--- src/rtl/hbx_pkg.sv ---
package hbx_pkg;
    localparam int OFS_RXDATA  = 'h00;
    localparam int OFS_TXDATA  = 'h01;
    localparam int OFS_INSTAT  = 'h02;
    localparam int OFS_OUTSTAT = 'h03;
    localparam int OFS_ECHO    = 'h04;
    localparam int OFS_REV     = 'h05;
    localparam int OFS_RSTCTL  = 'h10;

    typedef enum logic {
        HOLD_EMPTY = 1'b0,
        HOLD_FULL  = 1'b1
    } hold_state_t;

    typedef enum logic [1:0] {
        PH_OFF  = 2'd0,
        PH_HOLD = 2'd1,
        PH_UP   = 2'd2
    } rst_phase_t;
endpackage

--- src/rtl/hbx_hold.sv ---
module hbx_hold
    import hbx_pkg::*;
#(
    parameter int DW = 8
) (
    input  logic          clk,
    input  logic          rst_n,
    input  logic          load,
    input  logic [DW-1:0] ld_data,
    input  logic          unload,
    output logic          full,
    output logic [DW-1:0] data
);
    hold_state_t   state_q, state_d;
    logic [DW-1:0] data_q;

    always_comb begin
        state_d = state_q;
        unique case (state_q)
            HOLD_EMPTY: if (load)   state_d = HOLD_FULL;
            HOLD_FULL:  if (unload) state_d = HOLD_EMPTY;
            default:                state_d = HOLD_EMPTY;
        endcase
    end

    always_ff @(posedge clk) begin
        if (!rst_n) begin
            state_q <= HOLD_EMPTY;
            data_q  <= '0;
        end else begin
            state_q <= state_d;
            if (state_q == HOLD_EMPTY && load)
                data_q <= ld_data;
        end
    end

    always_comb begin
        full = (state_q == HOLD_FULL);
        data = data_q;
    end
endmodule

--- src/rtl/hbx_rst_seq.sv ---
module hbx_rst_seq
    import hbx_pkg::*;
(
    input  logic clk,
    input  logic rst_n,
    input  logic wr_en,
    input  logic wr_bit,
    output logic hold,
    output logic up
);
    rst_phase_t ph_q, ph_d;

    always_comb begin
        ph_d = ph_q;
        unique case (ph_q)
            PH_OFF:  if (wr_en && wr_bit)  ph_d = PH_HOLD;
            PH_HOLD: if (wr_en && !wr_bit) ph_d = PH_UP;
            PH_UP:   if (wr_en && wr_bit)  ph_d = PH_HOLD;
            default:                       ph_d = PH_OFF;
        endcase
    end

    always_ff @(posedge clk) begin
        if (!rst_n) ph_q <= PH_OFF;
        else        ph_q <= ph_d;
    end

    always_comb begin
        hold = (ph_q == PH_HOLD);
        up   = (ph_q == PH_UP);
    end
endmodule

--- src/rtl/hostbox_port.sv ---
module hostbox_port
    import hbx_pkg::*;
#(
    parameter int          AW       = 5,
    parameter int          DW       = 8,
    parameter int          RW       = 4,
    parameter logic [7:0]  REVISION = 8'h5A
) (
    input  logic          clk,
    input  logic          rst_n,
    input  logic          hb_sel,
    input  logic          hb_wr,
    input  logic [AW-1:0] hb_addr,
    input  logic [DW-1:0] hb_wdata,
    output logic [DW-1:0] hb_rdata,
    input  logic          brd_rx_valid,
    input  logic [DW-1:0] brd_rx_data,
    output logic          brd_rx_ready,
    output logic          brd_tx_valid,
    output logic [DW-1:0] brd_tx_data,
    input  logic          brd_tx_ready,
    output logic          irq,
    output logic          board_rst,
    output logic          brd_up,
    output logic [RW-1:0] irq_route
);
    localparam int ENB_BIT = 1;

    logic          host_rd, host_wr;
    logic          rx_full, tx_full;
    logic [DW-1:0] rx_byte, tx_byte;
    logic          ien_q;
    logic [DW-1:0] echo_q;
    logic [RW-1:0] route_q;
    logic          rst_val_wr, route_wr;

    always_comb begin
        host_rd    = hb_sel && !hb_wr;
        host_wr    = hb_sel && hb_wr;
        rst_val_wr = host_wr && int'(hb_addr) == OFS_RSTCTL && hb_wdata[DW-1:1] == '0;
        route_wr   = host_wr && int'(hb_addr) == OFS_RSTCTL && hb_wdata[DW-1:1] != '0;
    end

    hbx_hold #(.DW(DW)) u_rx (
        .clk     (clk),
        .rst_n   (rst_n),
        .load    (brd_rx_valid),
        .ld_data (brd_rx_data),
        .unload  (host_rd && int'(hb_addr) == OFS_RXDATA),
        .full    (rx_full),
        .data    (rx_byte)
    );

    hbx_hold #(.DW(DW)) u_tx (
        .clk     (clk),
        .rst_n   (rst_n),
        .load    (host_wr && int'(hb_addr) == OFS_TXDATA),
        .ld_data (hb_wdata),
        .unload  (brd_tx_ready),
        .full    (tx_full),
        .data    (tx_byte)
    );

    hbx_rst_seq u_seq (
        .clk    (clk),
        .rst_n  (rst_n),
        .wr_en  (rst_val_wr),
        .wr_bit (hb_wdata[0]),
        .hold   (board_rst),
        .up     (brd_up)
    );

    always_ff @(posedge clk) begin
        if (!rst_n) begin
            ien_q   <= 1'b0;
            echo_q  <= '0;
            route_q <= '0;
        end else begin
            if (host_wr)
                echo_q <= hb_wdata;
            if (host_wr && (int'(hb_addr) == OFS_INSTAT || int'(hb_addr) == OFS_OUTSTAT))
                ien_q <= hb_wdata[ENB_BIT];
            if (route_wr)
                route_q <= hb_wdata[DW-1:DW-RW];
        end
    end

    always_comb begin
        hb_rdata = '0;
        if (host_rd) begin
            case (int'(hb_addr))
                OFS_RXDATA:  hb_rdata = rx_full ? rx_byte : '0;
                OFS_INSTAT:  hb_rdata = DW'(rx_full);
                OFS_OUTSTAT: hb_rdata = DW'(!tx_full);
                OFS_ECHO:    hb_rdata = echo_q;
                OFS_REV:     hb_rdata = DW'(REVISION);
                default:     hb_rdata = '0;
            endcase
        end
    end

    always_comb begin
        brd_rx_ready = !rx_full;
        brd_tx_valid = tx_full;
        brd_tx_data  = tx_byte;
        irq          = ien_q && rx_full;
        irq_route    = route_q;
    end
endmodule

--- config.mk ---
export PLATFORM = sky130hd
export DESIGN_NAME = hostbox_port
export DESIGN_NICKNAME = d
export VERILOG_FILES = /design/src/rtl/hbx_pkg.sv /design/src/rtl/hbx_hold.sv /design/src/rtl/hbx_rst_seq.sv /design/src/rtl/hostbox_port.sv
export SDC_FILE = /design/constraint.sdc
export NUM_CORES = 1
export LEC_CHECK = 0
export BUFFER_PORTS_ARGS = -buffer_cell sky130_fd_sc_hd__buf_2
export CORE_ASPECT_RATIO = 1.1
export CORE_MARGIN = 1
export CORE_UTILIZATION = 45
export DETAILED_ROUTE_END_ITERATION = 10
export PLACE_DENSITY = 0.85
export SLEW_MARGIN = 20
export SYNTH_ARGS = -nofsm -noshare
export SYNTH_HDL_FRONTEND = slang
export SYNTH_SLANG_ARGS = --single-unit
--- constraint.sdc ---
create_clock -name clk -period 3.17 [get_ports clk]
set_input_delay 0.317 -clock clk [delete_from_list [all_inputs] [get_ports clk]]
set_output_delay 0.317 -clock clk [all_outputs]
set_load 0.01 [all_outputs]
* Word-level counts from Yosys, hierarchy flattened *
Cells that the tools add are included.

storage, ports and cells
  flip-flop bits (word level) = 33
  input port bits = 27
  output and inout bits = 25
  logic and storage cells = 59

operators by class
  eq/ne operators = 12
  muxes and demuxes = 12
  bitwise operators = 2
  reduce and logical (&&, ||, !) cells = 25

operators with widths
  cell                                                                      count
  8-bit one-hot mux with 5 select lines                                     1
  5-bit by 3-bit equality test with 1-bit output (second input constant)    4
  8-bit 2-to-1 mux                                                          2
  5-bit by 2-bit equality test with 1-bit output (second input constant)    3
  1-bit logical AND                                                         13
  5-bit zero test                                                           2
  7-bit zero test                                                           1
  7-bit nonzero test                                                        1
  5-bit equality test (second input constant)                               1
  1-bit zero test                                                           4
  1-bit 2-to-1 mux                                                          4
  2-bit 2-to-1 mux                                                          2
  2-bit by 1-bit inequality test with 1-bit output (second input constant)  2
  1-bit one-hot mux with 2 select lines                                     2
  2-bit one-hot mux with 2 select lines                                     1
  2-bit by 1-bit equality test with 1-bit output (second input constant)    1
  2-bit equality test (second input constant)                               1
  2-bit zero test                                                           1
  1-bit NOT                                                                 2
  2-bit AND reduction                                                       1
  2-bit OR reduction                                                        1
  1-bit logical OR                                                          1

* Logic depth before layout (Yosys ltp) *
  word-level depth = 6
  depth in mapped cells = 6

* Hierarchy *
Synthesis repeated with hierarchy kept, for this count alone.

unflattened totals
  cell total of the unflattened synthesis = 199
  area total of the unflattened synthesis = 1652.8 um^2

modules (own cells, without submodules)
  module        times used  cells an instance  area each (um^2)  sequential area each (um^2)
  hostbox_port  1           110                797.0             260.2
  hbx_hold      2           39                 376.6             180.2
  hbx_rst_seq   1           11                 102.6             40.0

* Least setup slack after synthesis *
Ideal clock, no wire load.

  kind = input to output
  start point = input port hb_addr[4]
  end point = output port hb_rdata[1]
  arrival = 1.297 ns
  setup slack = 1.556 ns
  stages = 4
  path through = nor4b_4 > a21oi_2 > or3b_4 > a21oi_2

on the way
  cells in the longest elaborated chain, start to end = 3

ends and longest elaborated chain
  what                                                                          line                RTL
  from (decl)                                                                   hostbox_port.sv:13  input logic [AW-1:0] hb_addr,
  5-bit by 3-bit equality test with 1-bit output, or another cell as far along  hostbox_port.sv:91  case (int'(hb_addr))
  8-bit one-hot mux with 5 select lines (*)                                     hostbox_port.sv:91
  8-bit 2-to-1 mux (*)                                                          hostbox_port.sv:90  if (host_rd) begin
  to (decl)                                                                     hostbox_port.sv:15  output logic [DW-1:0] hb_rdata,

Mark *: on every way between the ends. The rest lies on a longest branch, timed or not.

* Final worst setup path *
  start point = input port hb_addr[1]
  end point = output port hb_rdata[6]

The elaborated chain is that of the path after synthesis.

==> metrics.md <==
| Metric | Value |
|---|---|
| Syn Nets | `201` |
| Switching pwr | `0.194 mW` |
| ANT cells | `0` |
| Clock Tree Root | `clkbuf_4` |
| Core Footprint | `0.00315 mm2` |
| Largest stage delay on the critical path | `0.44 ns` |
| Largest net degree at the start of global routing | `42` |
| VDD IR-drop max | `0.265 mV` |
| R2R Setup Slk | `1.69 ns` |
| Main synth FF type | `dfxtp_1` |
| Syn-to-layout area delta | `22.2%` |
| Clk pwr share | `39.2%` |
| EDFF count, synth | `0` |
| Hold-fix buffers, CTS | `0` |
| Synth cell types | `36` |
| Combinational share of power | `9.4%` |
| Cts repair resizes | `0` |
| Die W | `57.7 um` |
| Async SR Flop Fraction | `0%` |
| Clk sink count | `33` |
| Hold path start | `brd_rx_data[7]` |
| Headroom to the max-slew limit | `43.0%` |
| Data arrival time of the critical path | `1.64 ns` |
| Post-synth top area share | `43.1%` |
| Global route overflow | `0` |
| Post-DP HPWL | `2490 um` |
| I/O pin count | `52` |
| Switching portion of total power | `23.0%` |
| Pleak | `0.793 nW` |
| RSZ-0062 raised after global routing | `no` |
| Average wire per standard cell | `12.8 um` |
| Tmin final | `1.95 ns` |
| Via count | `1,376` |
| Period utilization | `61.7%` |
| Type of origin of the critical path | `input pin` |
| Hold path cells | `3` |
| Highest clock rate | `512 MHz` |
| DR iter-0 viols | `43` |
| Total GRT Usage | `19.7%` |
| CP Cell Sequence | `buf_2, nor4b_4, a21oi_2, or3b_4, a21oi_2, buf_2` |
| Vias in the first global route | `1,197` |
| R2r startpoint | `u_rx.full` |
| Avg Inst Size Synth | `8.82 um2` |
| CTS tree | `built` |
| Die Y | `63.2 um` |
| Top-count cell post-synth | `nand2_1` |
| Worst-Margin Slew | `0.854 ns` |
| Crit path from | `hb_addr[1]` |
| Clock Skew | `0.0105 ns` |
| Slew Limit Fails | `0` |
| Global-route wire length before repair | `5510 um` |
| Maximum fanout along the worst path | `7` |
| R2R depth | `3` |
| Final Cell Area | `0.00187 mm2` |
| Failing checks | `DRC` |
| Final Net Count | `250` |
| CP endpoint kind | `output pin` |
| Share of layout cells above drive strength 1 | `31.3%` |
| Synth area leaders | `dfxtp_1 43%, nand2_1 8.6%, mux2i_1 7.2%` |
| Inst Count DP | `250` |
| Die area | `0.00365 mm2` |
| Status | `complete, but fails checks` |
| Hold Crit Endpoint | `u_rx.data[7]` |
| Cell area power density | `451 mW/mm2` |
| Final Hold Vio Count | `0` |
| CP max-delay cell | `or3b_4` |
| Post-Route WL | `3310 um` |
| WP data required | `2.85 ns` |
| Sequential share of power | `51.4%` |
| Setup TNS | `0 ns` |
| R2R Path End | `u_rx.data[2]` |
| Vias per inst | `5.33` |
| CTS Buf Count | `5` |
| Yosys top cell by area | `dfxtp_1` |
| Setup bufs post-CTS | `0` |
| Final Wtd Congestion | `0.795` |
| PortBufs | `51` |
| Max Buffers Root-to-Sink | `2` |
| H-tree level count | `2` |
| Top cells by count, synth | `35 x nand2_1, 33 x dfxtp_1, 11 x mux2i_1, 11 x nor2b_1, 10 x nand3_1` |
| Clk slew on worst S/H paths | `0.10 ns` |
| Synth Warn # | `0` |
| Rows | `21` |
| Synth Instances | `174` |
| Max Cap Viol | `0` |
| Number of remaining DRC errors | `4` |
| Dpl cell area | `0.00179 mm2` |
| Initial Utilization | `48.7%` |
| Antenna violations before repair | `0` |
| Synthesis-stage register bit count | `33` |
| Crit path kind | `input pin to output pin` |
| Final cell count without fillers | `258` |
| DRT antenna net count | `0` |
| Clk_lat worst skew | `0.33 ns` |
| Hold Crit Class | `input pin to flop` |
| Mapped Area | `0.00153 mm2` |
| P_int | `0.651 mW` |
| DR pass1 iterations | `8` |
| Number of filler cells placed in the layout | `292` |
| Seq/Total Area, Yosys | `43.1%` |
| Final setup viols | `0` |
==> sequential cells by signal, summed over array words and instances, names as in the netlist <==
| signal | count |
|---|---|
| u_rx.full | 1 |
| irq_route | 4 |
| u_tx.data | 8 |
| u_rx.data | 8 |
| u_seq.ph_q | 2 |
| ien_q | 1 |
| echo_q | 8 |
| u_tx.full | 1 |
==> worst max path at each step <==
stage                             end  slack (ns)  cells after the start
after floorplan           hb_rdata[1]        1.56                      4
after global placement    hb_rdata[5]        1.22                      6
after detailed placement  hb_rdata[6]        1.22                      6
after CTS                 hb_rdata[6]        1.21                      6
after global routing      hb_rdata[6]        1.12                      6
final                     hb_rdata[6]        1.22                      6
==> logic make-up after synthesis <==
group / share of synthesized area, %
buffers and inverters: 3.75
and+or+nand+nor: 28.6
DFF: 43.1
muxes: 7.18
AOI/OAI and AO/OA: 17.4
==> worst max-delay path, delay by kind of cell <==
family / cells / cell delay (ns)
AO/OA/AOI/OAI: 2 / 0.18
AND/OR/NAND/NOR: 2 / 0.85
buffers and inverters: 2 / 0.28
==> cell type report <==
type                       instances  area (um2)  share of cell area [%]
multi-input combinational        128         816                    43.5
sequential                        33         661                    35.2
timing repair buffer              51         255                    13.6
clock buffer                       7        55.1                    2.94
tap                               34        42.5                    2.27
clock inverter                     1        30.0                    1.60
inverter                           4        15.0                   0.801
==> power by group through the flow <==
stage          combinational, mW  sequential (mW)  clock [mW]
5_1_grt                   0.0885            0.436       0.358
2_1_floorplan             0.0485            0.442           0
4_1_cts                   0.0803            0.434       0.334
6_report                  0.0796            0.434       0.331
3_5_place_dp              0.0800            0.444           0
3_3_place_gp              0.0792            0.443           0
==> layer usage <==
| layer | track usage (%) | up-vias | share of wire, % | wire length [um] |
|---|---|---|---|---|
| li1 | - | 707 | - | - |
| met1 | 25.5 | 619 | 46 | 1510 |
| met2 | 29.5 | 45 | 45 | 1480 |
| met3 | 7.60 | 5 | 8.2 | 272 |
| met4 | 7.14 | 0 | 1.5 | 51 |
| met5 | 0 | - | 0 | 0 |
==> through the flow <==
step / hold slack [ns] / total power [mW] / worst slack (ns) / utilization (%)
3_3_place_gp: 0.441 / 0.522 / 1.22 / 56.7
5_1_grt: 0.224 / 0.883 / 1.12 / 59.4
6_report: 0.233 / 0.845 / 1.22 / 59.4
3_5_place_dp: 0.444 / 0.524 / 1.22 / 56.7
2_1_floorplan: 0.433 / 0.490 / 1.56 / -
4_1_cts: 0.227 / 0.849 / 1.21 / 59.4
==> placed cells by master (no fill, tap or decap), types with 2 or more instances in the layout <==
cell      Yosys  layout
o21ai_0       6       6
a21oi_2       6       6
buf_2         4      51
nand2b_1      2       2
nor3_1        2       2
nand3_1      10      10
inv_1         4       4
o22ai_1       2       2
mux2i_1      11      11
nor2b_1      11      11
a21boi_0      8       8
and4bb_1      2       2
dfxtp_1      33      33
nand2_1      35      35
clkbuf_4      0       5
and2_1        2       2
nor2_1        3       3
a22o_1        3       3
o21ai_1       9       9
Note: power is estimated with default switching activity, not from simulation.
